===== config.mk =====
export PLATFORM = sky130hd
export DESIGN_NAME = dp_triple_bus
export DESIGN_NICKNAME = d
export VERILOG_FILES = /design/src/rtl/dp_pkg.sv /design/src/rtl/dp_regfile.sv /design/src/rtl/dp_alu.sv /design/src/rtl/dp_triple_bus.sv
export SDC_FILE = /design/constraint.sdc
export NUM_CORES = 2
export LEC_CHECK = 0
export BUFFER_PORTS_ARGS = -buffer_cell sky130_fd_sc_hd__clkbuf_2
export CAP_MARGIN = 20
export CORE_ASPECT_RATIO = 1.75
export CORE_UTILIZATION = 61
export CTS_BUF_LIST = sky130_fd_sc_hd__clkbuf_4 sky130_fd_sc_hd__clkbuf_8
export CTS_CLUSTER_SIZE = 40
export DETAILED_ROUTE_END_ITERATION = 12
export PLACE_DENSITY_LB_ADDON = 0.2
export SETUP_SLACK_MARGIN = 0.5
export SYNTH_ARGS = -nofsm -noshare
export SYNTH_HDL_FRONTEND = slang
export SYNTH_SLANG_ARGS = --single-unit

===== constraint.sdc =====
create_clock -name clk -period 12.55 [get_ports clk]
set_input_delay 2.51 -clock clk [delete_from_list [all_inputs] [get_ports clk]]
set_output_delay 2.51 -clock clk [all_outputs]
set_load 0.01 [all_outputs]

===== src/rtl/dp_pkg.sv =====
// Shared encodings for the triple-bus datapath.
// Assumes the control word fields are decoded exactly as listed here.
package dp_pkg;
    typedef enum logic [1:0] {
        UNIT_ARITH = 2'b00,
        UNIT_SHIFT = 2'b01,
        UNIT_LOGIC = 2'b10,
        UNIT_NONE  = 2'b11
    } unit_e;

    typedef enum logic [1:0] {
        SH_LSL = 2'b00,
        SH_LSR = 2'b01,
        SH_ASR = 2'b10,
        SH_ROR = 2'b11
    } shift_e;
endpackage


===== src/rtl/dp_regfile.sv =====
// Register bank with two combinational read ports and one synchronous write port.
// Assumes a synchronous active-low reset that clears every row; reads never forward the write.
module dp_regfile #(
    parameter int DATA_W = 32,
    parameter int ADDR_W = 5
) (
    input  logic              clk,
    input  logic              rst_n,
    input  logic [ADDR_W-1:0] rd_x_addr,
    input  logic [ADDR_W-1:0] rd_y_addr,
    output logic [DATA_W-1:0] rd_x,
    output logic [DATA_W-1:0] rd_y,
    input  logic              wr_en,
    input  logic [ADDR_W-1:0] wr_addr,
    input  logic [DATA_W-1:0] wr_data
);
    localparam int DEPTH = 1 << ADDR_W;

    logic [DATA_W-1:0] rows [DEPTH];

    // Clear on reset, otherwise store the write data at the addressed row.
    always_ff @(posedge clk) begin
        if (!rst_n) begin
            for (int i = 0; i < DEPTH; i++) rows[i] <= '0;
        end else if (wr_en) begin
            rows[wr_addr] <= wr_data;
        end
    end

    // Combinational read ports that reflect the contents held before the edge.
    always_comb begin
        rd_x = rows[rd_x_addr];
        rd_y = rows[rd_y_addr];
    end

    // A read in the cycle right after reset sees a cleared row.
    assert_reset_clear_R1: assert property (@(posedge clk) disable iff (!rst_n)
        $rose(rst_n) |-> rd_x == '0);

    // A write becomes visible on the read in the following cycle.
    assert_write_lands_R9: assert property (@(posedge clk) disable iff (!rst_n)
        ($past(rst_n) && $past(wr_en) && rd_x_addr == $past(wr_addr))
        |-> rd_x == $past(wr_data));

    // Without a write enable the row under read keeps its value.
    assert_no_write_hold_R7: assert property (@(posedge clk) disable iff (!rst_n)
        ($past(rst_n) && !$past(wr_en) && rd_x_addr == $past(rd_x_addr))
        |-> rd_x == $past(rd_x));
endmodule


===== src/rtl/dp_alu.sv =====
// Combined add/subtract, shift and bitwise unit driving the result bus.
// Assumes the shift amount is the low bits of operand B; an idle or reserved selection yields zero.
module dp_alu
    import dp_pkg::*;
#(
    parameter int DATA_W = 32
) (
    input  logic [DATA_W-1:0] op_a,
    input  logic [DATA_W-1:0] op_b,
    input  logic              enable,
    input  unit_e             unit,
    input  logic              sub,
    input  shift_e            shift_type,
    input  logic [3:0]        logic_fn,
    output logic [DATA_W-1:0] result
);
    localparam int SH_W = $clog2(DATA_W);

    logic [DATA_W-1:0]   arith_res;
    logic [DATA_W-1:0]   shift_res;
    logic [DATA_W-1:0]   logic_res;
    logic [SH_W-1:0]     amount;
    logic [2*DATA_W-1:0] rot_wide;

    // Adder/subtractor: a two's-complement adder on a conditionally inverted operand.
    always_comb begin
        arith_res = op_a + (sub ? ~op_b : op_b) + {{(DATA_W-1){1'b0}}, sub};
    end

    // Shifter: the amount comes from the low bits of operand B.
    always_comb begin
        amount   = op_b[SH_W-1:0];
        rot_wide = {op_a, op_a} >> amount;
        unique case (shift_type)
            SH_LSL:  shift_res = op_a << amount;
            SH_LSR:  shift_res = op_a >> amount;
            SH_ASR:  shift_res = DATA_W'($signed(op_a) >>> amount);
            default: shift_res = rot_wide[DATA_W-1:0];
        endcase
    end

    // Bitwise unit: each bit looks up its own pair of operand bits in the truth table.
    for (genvar i = 0; i < DATA_W; i++) begin : g_lut
        assign logic_res[i] = logic_fn[{op_a[i], op_b[i]}];
    end

    // Result mux: zero when disabled or when no unit is selected.
    always_comb begin
        result = '0;
        if (enable) begin
            unique case (unit)
                UNIT_ARITH: result = arith_res;
                UNIT_SHIFT: result = shift_res;
                UNIT_LOGIC: result = logic_res;
                default:    result = '0;
            endcase
        end
    end
endmodule


===== src/rtl/dp_triple_bus.sv =====
// Single-cycle datapath: the register bank drives the A and B buses, the compute unit drives
// the result bus, and the result is written back at the closing edge.
// Assumes a fresh control word each cycle and a synchronous active-low reset.
module dp_triple_bus
    import dp_pkg::*;
#(
    parameter int DATA_W = 32,
    parameter int ADDR_W = 5
) (
    input  logic              clk,
    input  logic              rst_n,
    input  logic [ADDR_W-1:0] x_addr,
    input  logic [ADDR_W-1:0] y_addr,
    input  logic [ADDR_W-1:0] z_addr,
    input  logic              wr_en,
    input  logic              alu_en,
    input  logic [1:0]        unit_sel,
    input  logic              sub,
    input  logic [1:0]        shift_type,
    input  logic [3:0]        logic_fn,
    output logic [DATA_W-1:0] z_bus
);
    logic [DATA_W-1:0] x_bus;
    logic [DATA_W-1:0] y_bus;

    dp_regfile #(.DATA_W(DATA_W), .ADDR_W(ADDR_W)) u_rf (
        .clk       (clk),
        .rst_n     (rst_n),
        .rd_x_addr (x_addr),
        .rd_y_addr (y_addr),
        .rd_x      (x_bus),
        .rd_y      (y_bus),
        .wr_en     (wr_en),
        .wr_addr   (z_addr),
        .wr_data   (z_bus)
    );

    dp_alu #(.DATA_W(DATA_W)) u_alu (
        .op_a       (x_bus),
        .op_b       (y_bus),
        .enable     (alu_en),
        .unit       (unit_e'(unit_sel)),
        .sub        (sub),
        .shift_type (shift_e'(shift_type)),
        .logic_fn   (logic_fn),
        .result     (z_bus)
    );

    // A disabled unit or the reserved selection puts zero on the result bus.
    assert_idle_zero_R6: assert property (@(posedge clk) disable iff (!rst_n)
        (!alu_en || unit_sel == 2'b11) |-> z_bus == '0);

    // Truth table 1100 passes operand A unchanged.
    assert_pass_a_R5: assert property (@(posedge clk) disable iff (!rst_n)
        (alu_en && unit_sel == 2'b10 && logic_fn == 4'b1100) |-> z_bus == x_bus);

    // A shift by zero leaves operand A unchanged, whatever the shift type.
    assert_shift_zero_R4: assert property (@(posedge clk) disable iff (!rst_n)
        (alu_en && unit_sel == 2'b01 && y_bus[4:0] == 5'd0) |-> z_bus == x_bus);

    // Subtracting a register from itself gives zero.
    assert_sub_self_R3: assert property (@(posedge clk) disable iff (!rst_n)
        (alu_en && unit_sel == 2'b00 && sub && x_addr == y_addr) |-> z_bus == '0);
endmodule


==> flow_metrics.py <==
metrics = {
    "status": {
        "status": "complete, no violations",
    },
    "power": {
        "sw_frac_of_total_pct": 35.02,
        "p_int_mw": 6.078,
        "power_mw": 9.354,
        "seqPwrFrac_pct": 42.3,
        "ir_drop_mv": 0.1324,
        "leakage_nw": 24.43,
        "power_frac_comb_pct": 28.0,
        "powerDensity_nw_per_um2": 140.3,
        "power_frac_clock_pct": 29.8,
        "p_sw_mw": 3.276,
    },
    "synth": {
        "ys_ff_latch": 1024,
        "yosysSeqAreaShare_pct": 49.54,
        "yosys_warnings": 0,
        "synth_commonest_cells": "1,092 x nor2_1, 1,024 x edfxtp_1, 550 x mux2i_1",
        "synthCells": 4999,
        "synth_area_leaders": "edfxtp_1 50%, mux4_2 13%, mux2i_1 8.9%",
        "yosysTopAreaCell": "edfxtp_1",
        "synth_nets": 5058,
        "synth_area_um2": 62070,
        "synth.most_common_cell": "nor2_1",
        "synth_edf_count": 1024,
        "synth_top_area_share_pct": 49.54,
        "ys.flop_type": "edfxtp_1",
        "avgSynthCellArea_um2": 12.42,
        "ys_types": 105,
        "async_flop_share_pct": 0,
    },
    "detailed_routing": {
        "drtAntennaViolNets": 0,
        "drtIter0Drc": 9212,
        "drtPass1Iterations": 9,
        "wirelength_um": 271000,
        "post_drt_wl_per_cell_um": 42.37,
        "drc": 0,
        "via_per_inst": 7.914,
        "via_count": 50625,
    },
    "floorplanning": {
        "die_h_um": 424.0,
        "die_area_um2": 103100,
        "die_x_um": 243.1,
        "io_pins": 60,
        "rows": 154,
        "coreArea_um2": 100800,
        "initial_core_util_pct": 61.60,
    },
    "cts": {
        "clk_latency_ps": 930,
        "post_cts_buffers": 0,
        "cts-resized-gates": 0,
        "cts_tree": "yes",
        "cts_made_buffers": 147,
        "cts.sinks": 1024,
        "cts.clk_slew.worst_paths_ps": 70,
        "cts_hold_buf": 0,
        "h-tree-depth": 4,
        "cts_buffer_depth": 3,
        "cts_root_buf": "clkbuf_8",
    },
    "cells_and_area": {
        "synthToLayoutAreaGrowth_pct": 7.440,
        "largest_reg_flops": 1024,
        "nNetsFinal": 5006,
        "reg_top3": "u_rf.rows (1024)",
        "top_register": "u_rf.rows",
        "drive_above_1_share_pct": 22.49,
    },
    "timing": {
        "tns_ps": 0,
        "slew_headroom_pct": 13.36,
        "report.final.slew_viol_count": 0,
        "min_period_over_period_pct": 92.94,
        "skew_ps": 49.89,
        "whs_ps": 1628,
        "fmax_ghz": 0.08574,
        "hold_violations": 0,
        "layout_min_cycle_time_ps": 11660,
        "setup_violations": 0,
        "rsz0062_at_grt": "false",
        "worstMarginPinSlew_ps": 1263,
    },
    "grt": {
        "first_global_vias": 49852,
        "track_usage_pct": 52.48,
        "grt_pass1_wl_um": 370000,
        "overflow": 0,
        "grt_max_degree": 83,
        "antenna_found_initial": 10,
    },
    "setup_path": {
        "worstSetupPathType": "in2out",
        "worstPathRequired_ps": 10040,
        "max_stage_delay_ps": 1060,
        "crit_chain": "buf_8 > and2_0 > a22oi_1 > nand3_1 > nand4_1 > buf_12 > mux2i_1 > mux2i_1 > nor2_1 > a2111oi_0 > a211oi_1 > a211oi_2 > a221oi_4 > inv_1 > clkbuf_2",
        "cp_max_fo": 82,
        "rrSetupSlack_ps": 6290,
        "start_kind": "input pin",
        "endpoint_kind": "output pin",
        "critPathMostFrequentCell": "mux2i_1",
        "critPathArrivalTime_ps": 9150,
        "crit_slowest_cell": "mux2i_1",
    },
    "place": {
        "port_buffers": 59,
        "dpl.hpwl_um": 168100,
        "gp_congestion": 1.108,
    },
    "job": {
        "drv_cap": 0,
    },
    "hold_path": {
        "hp-class": "reg2reg",
    },
}
==> power by group through the flow <==
| stage | Clock, mW | Combinational, mW | Sequential [mW] |
|---|---|---|---|
| 4_1_cts | 2.76 | 2.47 | 3.95 |
| 2_1_floorplan | 0 | 1.60 | 3.99 |
| 3_3_place_gp | 0 | 2.46 | 4.01 |
| 5_1_grt | 2.89 | 2.65 | 3.96 |
| 3_5_place_dp | 0 | 2.47 | 4.02 |
| 6_report | 2.79 | 2.62 | 3.95 |
==> critical path: cells and delay by family <==
family,cells,cell delay [ps]
AOI/OAI and AO/OA,5,2180
buffers and inverters,4,1270
muxes,2,1470
and+or+nand+nor,4,1540
==> metrics by stage <==
stage | area, µm² | std cells | util (%) | setup WS, ps
floorplan | 62070 | 4999 | - | 1987
global placement | 63660 | 6120 | 63.17 | 1273
detailed placement | 63670 | 6121 | 63.18 | 1241
CTS | 66650 | 6387 | 66.14 | 1223
global route | 66680 | 6391 | 66.16 | 959.0
finish | 66690 | 6397 | 66.18 | 886.2
==> layout by cell type, fill, tap and decap left out, types with 54 or more instances in the layout <==
cell type / n
edfxtp_1: 1024
mux4_2: 353
nand2_1: 176
clkbuf_8: 147
a21oi_1: 120
o21ai_0: 58
a22oi_1: 213
nand3_1: 92
mux2i_1: 550
buf_4: 202
nor2_1: 1088
mux2_2: 54
==> area by class of cell <==
cell class	instances	area, µm²
clock inverter	82	680.7
timing repair buffer	278	2196
antenna	7	17.52
sequential	1024	30750
clock buffer	184	2301
inverter	29	108.9
multi-input combinational	3467	28980
fill	7578	34080
tap	1326	1659
==> cell families (layout without fill, tap and decap cells) <==
group / after synthesis / in the layout / synth area share (%)
compound gates: 688 / 688 / 7.988
xor+xnor: 57 / 57 / 0.8043
fa+ha+maj: 31 / 31 / 0.6370
buf+inv: 508 / 573 / 4.763
flops: 1024 / 1024 / 49.54
mux: 1003 / 1003 / 24.49
other cells: 0 / 7 / 0
simple gates: 1688 / 1688 / 11.78
==> final timing paths <==
kind,cells past startpoint,startpoint,end
hold / removal,9,u_rf.rows[26][13],u_rf.rows[17][13]
setup / recovery,15,y_addr[1],z_bus[22]
hold reg to reg,9,u_rf.rows[26][13],u_rf.rows[17][13]
setup reg to reg,13,u_rf.rows[17][4],u_rf.rows[9][29]
==> routing by layer <==
metal / share of wire (%) / global-route usage (%)
met1: 29 / 58.68
met2: 43 / 76.57
met3: 16 / 21.28
met4: 11 / 48.03
met5: 0.037 / 0
(Power assumes the default switching activity.)
